**config.mk**
```make
export PLATFORM = sky130hd
export DESIGN_NAME = pcm_bclk_gen
export DESIGN_NICKNAME = d
export VERILOG_FILES = /design/src/rtl/pcm_bclk_pkg.sv /design/src/rtl/pcm_bclk_prescale.sv /design/src/rtl/pcm_frame_pos.sv /design/src/rtl/pcm_idle_decode.sv /design/src/rtl/pcm_bclk_gen.sv
export SDC_FILE = /design/constraint.sdc
export NUM_CORES = 1
export LEC_CHECK = 0
export ABC_AREA = 1
export BUFFER_PORTS_ARGS = -buffer_cell sky130_fd_sc_hd__buf_4
export CORE_MARGIN = 2
export CORE_UTILIZATION = 45
export DETAILED_ROUTE_END_ITERATION = 8
export GPL_TIMING_DRIVEN = 1
export PLACE_DENSITY = 0.66
export SLEW_MARGIN = 25
export SYNTH_ARGS = -nofsm -noshare
export SYNTH_HDL_FRONTEND = slang
export SYNTH_SLANG_ARGS = --single-unit
export TNS_END_PERCENT = 30
```
**constraint.sdc**
```tcl
create_clock -name clk_i -period 3.69 [get_ports clk_i]
set_clock_uncertainty 0.1 [all_clocks]
set_input_delay 0 -clock clk_i [delete_from_list [all_inputs] [get_ports clk_i]]
set_output_delay 0 -clock clk_i [all_outputs]
set_load 0.01 [all_outputs]
```
**src/rtl/pcm_bclk_pkg.sv**
```systemverilog
package pcm_bclk_pkg;
  typedef enum logic {
    PH_LOW  = 1'b0,
    PH_HIGH = 1'b1
  } bclk_phase_e;
endpackage

```
**src/rtl/pcm_bclk_prescale.sv**
```systemverilog
module pcm_bclk_prescale
  import pcm_bclk_pkg::*;
#(
  parameter int DIV_W = 8
) (
  input  logic             clk_i,
  input  logic             rst_ni,
  input  logic             en_i,
  input  logic [DIV_W-1:0] half_i,
  output bclk_phase_e      phase_n_o,
  output logic             bit_end_o
);
  logic [DIV_W-1:0] cnt_q, cnt_n;
  bclk_phase_e      phase_q, phase_n;
  logic             half_done;

  assign half_done = (cnt_q >= half_i);

  always_comb begin
    cnt_n     = cnt_q;
    phase_n   = phase_q;
    bit_end_o = 1'b0;
    if (!en_i) begin
      cnt_n   = '0;
      phase_n = PH_LOW;
    end else if (half_done) begin
      cnt_n = '0;
      if (phase_q == PH_HIGH) begin
        phase_n   = PH_LOW;
        bit_end_o = 1'b1;
      end else begin
        phase_n = PH_HIGH;
      end
    end else begin
      cnt_n = cnt_q + 1'b1;
    end
  end

  always_ff @(posedge clk_i or negedge rst_ni) begin
    if (!rst_ni) begin
      cnt_q   <= '0;
      phase_q <= PH_LOW;
    end else begin
      cnt_q   <= cnt_n;
      phase_q <= phase_n;
    end
  end

  assign phase_n_o = phase_n;
endmodule

```
**src/rtl/pcm_frame_pos.sv**
```systemverilog
module pcm_frame_pos #(
  parameter int POS_W = 10
) (
  input  logic             clk_i,
  input  logic             rst_ni,
  input  logic             en_i,
  input  logic             bit_end_i,
  input  logic [POS_W-1:0] len_i,
  output logic [POS_W-1:0] pos_n_o,
  output logic [POS_W-1:0] pos_q_o
);
  logic [POS_W-1:0] pos_q, pos_n;
  logic             pos_ce;
  logic             last_bit;

  assign last_bit = (pos_q >= len_i - 1'b1);
  assign pos_ce   = bit_end_i || !en_i;

  always_comb begin
    if (!en_i || last_bit) pos_n = '0;
    else                   pos_n = pos_q + 1'b1;
  end

  always_ff @(posedge clk_i or negedge rst_ni) begin
    if (!rst_ni)     pos_q <= '0;
    else if (pos_ce) pos_q <= pos_n;
  end

  assign pos_n_o = pos_ce ? pos_n : pos_q;
  assign pos_q_o = pos_q;
endmodule

```
**src/rtl/pcm_idle_decode.sv**
```systemverilog
module pcm_idle_decode #(
  parameter int POS_W = 10
) (
  input  logic [POS_W-1:0] pos_i,
  input  logic [POS_W-1:0] len_i,
  input  logic [POS_W-1:0] start_i,
  input  logic [POS_W-1:0] stop_i,
  output logic             gate_o,
  output logic             tx_ok_o
);
  logic [POS_W-1:0] stop_eff;
  logic             gate_on;

  always_comb begin
    stop_eff = (stop_i > len_i) ? len_i : stop_i;
    gate_on  = (stop_eff > start_i);
    gate_o   = gate_on && (pos_i >= start_i) && (pos_i < stop_eff);
    tx_ok_o  = !gate_on || (pos_i < start_i);
  end
endmodule

```
**src/rtl/pcm_bclk_gen.sv**
```systemverilog
module pcm_bclk_gen
  import pcm_bclk_pkg::*;
#(
  parameter int DIV_W = 8,
  parameter int POS_W = 10
) (
  input  logic             clk_i,
  input  logic             rst_ni,
  input  logic             en_i,
  input  logic [DIV_W-1:0] div_i,
  input  logic [POS_W-1:0] frame_len_i,
  input  logic [POS_W-1:0] idle_start_i,
  input  logic [POS_W-1:0] idle_end_i,
  input  logic             inv_i,
  output logic             bclk_o,
  output logic             fsync_o,
  output logic             tx_win_o
);
  bclk_phase_e      phase_n;
  logic             bit_end;
  logic [POS_W-1:0] pos_n, pos_q;
  logic             gate, tx_ok;
  logic             bclk_n, fsync_n, tx_n;
  logic             bclk_q, fsync_q, tx_q;

  pcm_bclk_prescale #(.DIV_W(DIV_W)) u_pre (
    .clk_i     (clk_i),
    .rst_ni    (rst_ni),
    .en_i      (en_i),
    .half_i    (div_i),
    .phase_n_o (phase_n),
    .bit_end_o (bit_end)
  );

  pcm_frame_pos #(.POS_W(POS_W)) u_pos (
    .clk_i     (clk_i),
    .rst_ni    (rst_ni),
    .en_i      (en_i),
    .bit_end_i (bit_end),
    .len_i     (frame_len_i),
    .pos_n_o   (pos_n),
    .pos_q_o   (pos_q)
  );

  pcm_idle_decode #(.POS_W(POS_W)) u_idle (
    .pos_i   (pos_n),
    .len_i   (frame_len_i),
    .start_i (idle_start_i),
    .stop_i  (idle_end_i),
    .gate_o  (gate),
    .tx_ok_o (tx_ok)
  );

  // Outputs are loaded from next-state values; gating follows the position,
  // which only moves when the next phase is low.
  always_comb begin
    bclk_n  = ((phase_n == PH_HIGH) && !gate) ^ inv_i;
    fsync_n = (en_i && (pos_n == '0)) ^ inv_i;
    tx_n    = en_i && tx_ok;
  end

  always_ff @(posedge clk_i or negedge rst_ni) begin
    if (!rst_ni) begin
      bclk_q  <= 1'b0;
      fsync_q <= 1'b0;
      tx_q    <= 1'b0;
    end else begin
      bclk_q  <= bclk_n;
      fsync_q <= fsync_n;
      tx_q    <= tx_n;
    end
  end

  assign bclk_o   = bclk_q;
  assign fsync_o  = fsync_q;
  assign tx_win_o = tx_q;
endmodule

```
# Yosys cells after proc, flatten, opt, wreduce, memory -nomap -nowiden
# Cells that the tools add are included.
[classes] n_bitwise=2 order_cmp=7 muxes=11 add_sub_neg=3 n_reduce_logical=12
[ops] op="two-way mux 10 bit" count=3
[ops] op="greater-or-equal comparator 10 bit" count=2
[ops] op="greater-than comparator 10 bit" count=2
[ops] op="< comparator 10 bit" count=2
[ops] op="two-way mux 8 bit" count=2
[ops] op="adder 10 x 1 -> 10 bit, second input constant" count=1
[ops] op="logical NOT 10 bit" count=1
[ops] op="subtractor 10 x 1 -> 10 bit, second input constant" count=1
[ops] op="adder 8 x 1 -> 8 bit, second input constant" count=1
[ops] op="greater-or-equal comparator 8 bit" count=1
[ops] op="two-way mux 1 bit" count=6
[ops] op="logical AND 1 bit" count=5
[ops] op="logical NOT 1 bit" count=3
[ops] op="logical OR 1 bit" count=3
[ops] op="bitwise XOR 1 bit" count=2
[totals] wordCells=41 ff_bits=22

# Logic depth before layout (Yosys ltp)
[logic_depth] ltp_word=11 depth_mapped=29 mapped_depth_nobuf=29

# Modules after synthesis
# A second synthesis with hierarchy kept.
[unflattened] cells_unflattened=435 area_unflattened_um2=2975.4
[by_module_without_submodules] mod="pcm_idle_decode" n_inst=1 area_each_um2=1176.1 cells_per_inst=188
[by_module_without_submodules] mod="pcm_frame_pos" n_inst=1 area_each_um2=962.2 cells_per_inst=137
[by_module_without_submodules] mod="pcm_bclk_prescale" n_inst=1 area_each_um2=676.9 cells_per_inst=89
[by_module_without_submodules] mod="pcm_bclk_gen" n_inst=1 area_each_um2=160.2 cells_per_inst=21

# Least setup slack after synthesis
# Ideal clock, no wire load.
[synth_timing] kind="flip-flop to flip-flop" startpoint="register u_pre.cnt_q[3]" endpoint="register bclk_q, in the netlist bclk_o" setup_time_ps=116 n_path_buf=0 path_stages_with_launch=26 arrival_ps=3017 path_slack_ps=457 synth_period_minus_slack_ps=3233 cell_sequence="dfrtp_1 > ha_1 > nand2_1 > o21ai_0 > nand2_1 > nand3_1 > ha_1 > clkinv_2 > nand2_8 > nand4_2 > nor2_4 > nand4_1 > xor2_1 > nor2_2 > ha_1 > nand2_1 > nor2_1 > o211ai_1 > nand3_1 > o21bai_1 > nand2_1 > nor2_1 > nand2_1 > nand2_1 > nand2_1 > nand2_1"
[synth_via] elab_chain_cells=11 elab_cells_between_ends=14 cone_classes="order compare (3); mux (5); bitwise (1); reduce/logical (5)"
[synth_rtl] item="from (decl)" line="pcm_bclk_prescale.sv:13" text="logic [DIV_W-1:0] cnt_q, cnt_n;"
[synth_rtl] item="from (signal assigned)" line="pcm_bclk_prescale.sv:44" text="cnt_q <= cnt_n;"
[synth_rtl] item="greater-or-equal comparator 8 bit *" line="pcm_bclk_prescale.sv:17" text="assign half_done = (cnt_q >= half_i);"
[synth_rtl] item="two-way mux 1 bit *" line="pcm_bclk_prescale.sv:26" text="end else if (half_done) begin"
[synth_rtl] item="two-way mux 1 bit *" line="pcm_bclk_prescale.sv:23" text="if (!en_i) begin"
[synth_rtl] item="logical OR 1 bit *" line="pcm_frame_pos.sv:17" text="assign pos_ce = bit_end_i || !en_i;"
[synth_rtl] item="two-way mux 10 bit *" line="pcm_frame_pos.sv:29" text="assign pos_n_o = pos_ce ? pos_n : pos_q;"
[synth_rtl] item="net pos_n[8]" line="pcm_bclk_gen.sv:21" text="logic [POS_W-1:0] pos_n, pos_q;"
[synth_rtl] item="greater-or-equal comparator 10 bit" line="pcm_idle_decode.sv:17" text="gate_o = gate_on && (pos_i >= start_i) && (pos_i < stop_eff);"
[synth_rtl] item="logical AND 1 bit" line="pcm_idle_decode.sv:17"
[synth_rtl] item="logical AND 1 bit *" line="pcm_idle_decode.sv:17"
[synth_rtl] item="logical NOT 1 bit *" line="pcm_bclk_gen.sv:57" text="bclk_n = ((phase_n == PH_HIGH) && !gate) ^ inv_i;"
[synth_rtl] item="logical AND 1 bit *" line="pcm_bclk_gen.sv:57"
[synth_rtl] item="bitwise XOR 1 bit *" line="pcm_bclk_gen.sv:57"
[synth_rtl] item="net bclk_n" line="pcm_bclk_gen.sv:23" text="logic bclk_n, fsync_n, tx_n;"
[synth_rtl] item="to (signal assigned)" line="pcm_bclk_gen.sv:68" text="bclk_q <= bclk_n;"
[synth_rtl] item="to (decl)" line="pcm_bclk_gen.sv:24" text="logic bclk_q, fsync_q, tx_q;"
# Mark *: on every way through the listed nets, which the timed path passes. The rest lies on a longest branch.

# Worst setup path after layout
[layout_timing] startpoint="register u_pre.cnt_q[7]" endpoint="register bclk_q, in the netlist bclk_o"
# The elaborated chain is that of the path after synthesis.

==> flow_summary.ini <==
[outcome]
status = finished, final reports clean

[detailed_routing]
drc_errors = 0
post_drt_via_cell_ratio = 4.91
wl_microns = 6840
wl_per_cell_microns = 12.5
wl_met3_microns = 199
highest-signal-layer = met4
met1_length_microns = 3220
wl_met2_microns = 3320
drt-pass1-iter-count = 4
drtAntennaViolNets = 0
drtIter0Drc = 144
dr_total_vias = 2684

[min_path]
hp-class = in2async

[cells_and_area]
antenna_cells = 0
drive_above_1_share = 0.203
multi_input_area_sq_um = 2010
n_fill_cell = 583
nNetsFinal = 576
area_growth_pct = 25.5
seqCellArea_sq_um = 551

[worst_setup_path]
critPathArrivalTime_ns = 3.60
crit_family = simple AND/OR/NAND/NOR gates
cp_common_cell = nand2_1
critical_path.max_stage_delay_ns = 0.39
cp_num_buf_inv = 1
worstPathMaxFanout = 7
cp-end-kind = register
setup.worst_path.start_class = register
crit_path_top_delay_cell = dfrtp_1
critPathKind = reg2reg
required_ns = 3.76

[yosys]
mappedNetlistArea_sq_um = 2840
syn_avg_cell_area_sq_um = 7.07
yosysSeqAreaShare = 0.194
ys_warn_count = 0
ys_types = 35
synth_edf_count = 0
synthCells = 402
yosys_most_used_dff = dfrtp_1
syn-num-nets = 505
synthArstFlopShare = 1.00
synth_seq_cells = 22

[timing]
final_max_slew_viol_count = 0
final.min_clock_period_ns = 3.53
slew_headroom = 0.753
hold_slack_ns = 0.0558
fmax_ghz = 0.283
finalCritPeriodShare = 0.957
worst_pin_slew_ns = 0.370
setup_viol = 0
hold_viol = 0
fin_setup_tns_ns = 0

[floorplan]
core_sq_um = 6030
dieWidth_microns = 83.5
design.die.area_sq_um = 6970
fp.dieH_microns = 83.5
row_count = 28
start_util = 0.472
ios = 45

[placement]
hpwl_microns = 5620
portBuffers = 44
place_congestion = 0.876

[cts]
clk_pin_slew_worst_paths_ns = 0.09
clock_latency_ns = 0.26
cts_tree = yes
cts.sinks = 22
cts-root-buf = clkbuf_8
cts_made_buffers = 3
clockBufferDepth = 2
htreeDepth = 1

[global_routing]
grt-ovfl-total = 0
grt_pass1_vias = 2536
grt_max_degree = 23
grt_first_pass_wirelength_microns = 11400
grt_usage = 0.196
antenna_found_initial = 0

[power]
power_density_nw_per_um2 = 235
p_int_mw = 0.547
seqPwrFrac = 0.322
switchingPower_mw = 0.293
total_leakage_power_nw = 2.08
max-vdd-ir-drop_v = 0.000200
p_clk_frac = 0.272
netSwitchingFraction = 0.349
pwr-share-comb = 0.407

[flow_run]
maxCapViolCount = 0
-- layout by cell type (no fill, tap or decap), types with 3 or more instances in the layout --
| cell type | synthesis | final |
|---|---|---|
| o21ai_0 | 4 | 3 |
| nor2_2 | 9 | 10 |
| xor2_1 | 11 | 11 |
| dlygate4sd3_1 | 0 | 3 |
| dfrtp_1 | 22 | 22 |
| inv_1 | 80 | 80 |
| nand2_2 | 1 | 3 |
| buf_4 | 0 | 65 |
| clkbuf_8 | 0 | 3 |
| nand3b_1 | 4 | 4 |
| nor3_1 | 4 | 4 |
| nor2_1 | 27 | 25 |
| o21ai_1 | 11 | 12 |
| nand4_1 | 9 | 9 |
| nand2_1 | 89 | 87 |
| a21oi_1 | 18 | 18 |
| o21a_1 | 5 | 5 |
| nand3_1 | 21 | 21 |
| ha_1 | 61 | 59 |
-- worst paths after layout --
| path | startpoint | cells past startpoint | slack, ns | endpoint |
|---|---|---|---|---|
| min in group clk_i | idle_start_i[0] | 7 | 0.23 | tx_win_o |
| worst min-delay path | rst_ni | 2 | 0.06 | u_pos.pos_q_o[7] |
| max in group asynchronous | rst_ni | 2 | 3.20 | u_pos.pos_q_o[4] |
| worst min register to register | u_pre.cnt_q[0] | 1 | 0.42 | u_pre.cnt_q[0] |
| worst max register to register | u_pre.cnt_q[7] | 25 | 0.16 | bclk_o |
| worst max-delay path | u_pre.cnt_q[7] | 25 | 0.16 | bclk_o |
-- routing by layer --
metal,track usage,up-vias
met5,0,-
met4,0.0528,0
met3,0.0168,8
met1,0.265,1201
li1,-,1429
met2,0.337,46
-- area by class of cell --
cell class,instances,area share
clock buffers,3,0.0116
clock inverters,1,0.00842
inverters,85,0.0915
multi-input cells,293,0.563
flip-flops and latches,22,0.154
well taps,75,0.0263
repair buffers,68,0.145
-- kinds of logic (layout without fill, tap and decap cells) --
group           count (synthesis)  in the layout  synth area share
buf+inv                        87            157             0.120
flops                          22             22             0.194
xor+xnor                       13             13            0.0401
compound gates                 46             46            0.0924
simple gates                  172            172             0.281
fa+ha+maj                      61             61             0.268
mux                             1              1           0.00396
-- worst reg2reg max path, cell delays in order (launching register included) --
cell and delay [ns]:
dfrtp_1 0.39, ha_1 0.32, nand2_2 0.07, nor2_2 0.12, nand4_1 0.12, nand3_1 0.09, ha_2 0.19, inv_4 0.05
nand2_8 0.09, nand4_4 0.10, nor2_4 0.16, nand4_1 0.10, xor2_1 0.17, nor2_2 0.20, ha_1 0.27, nand2_2 0.09
nor2_1 0.06, o211ai_1 0.09, nand3_1 0.12, o21bai_4 0.19, nand2_1 0.06, nor2_1 0.04, nand2_1 0.09, nand2_1 0.05
nand2_1 0.05, nand2_1 0.04
-- what timing repair did --
action | in CTS | in global routing
setup buffers | 0 | 13
endpoints found under the setup margin | 0 | 1
resized for setup | 0 | 12
hold endpoints to repair | 26 | 0
hold buffers | 3 | 0
-- power groups by stage --
stage / registers [mW] / clock network [mW] / logic, mW
2_1_floorplan: 0.272 / 0 / 0.213
3_3_place_gp: 0.273 / 0 / 0.323
3_5_place_dp: 0.274 / 0 / 0.333
4_1_cts: 0.269 / 0.229 / 0.338
5_1_grt: 0.272 / 0.242 / 0.397
6_report: 0.270 / 0.228 / 0.342
-- flip-flops by register name (all words and copies together), names as in the netlist --
register / flops
u_pre.phase_q: 1
fsync_o: 1
tx_win_o: 1
bclk_o: 1
u_pre.cnt_q: 8
u_pos.pos_q_o: 10
-- Yosys cell counts (2+ instances only) --
library cell	n	share of area
a21o_1	2	0.0053
a21oi_1	18	0.032
dfrtp_1	22	0.19
ha_1	61	0.27
inv_1	80	0.11
inv_2	2	0.0026
nand2_1	89	0.12
nand3_1	21	0.037
nand3_2	2	0.0070
nand3b_1	4	0.011
nand4_1	9	0.020
nor2_1	27	0.036
nor2_2	9	0.020
nor3_1	4	0.0070
nor3b_1	2	0.0053
o21a_1	5	0.013
o21ai_0	4	0.0070
o21ai_1	11	0.019
o21bai_1	3	0.0079
xnor2_1	2	0.0062
xor2_1	11	0.034
-- through the flow --
stage / cells / utilization / cell area, sq um / total power [mW] / setup WS (ns)
5_1_grt: 547 / 0.592 / 3570 / 0.911 / -0.123
6_report: 547 / 0.592 / 3570 / 0.840 / 0.159
2_1_floorplan: 402 / - / 2840 / 0.486 / 0.457
3_5_place_dp: 527 / 0.549 / 3310 / 0.607 / 0.0577
4_1_cts: 534 / 0.566 / 3410 / 0.836 / 0.0257
3_3_place_gp: 527 / 0.549 / 3310 / 0.596 / 0.0780
No activity file was read; power rests on OpenSTA's default activity.
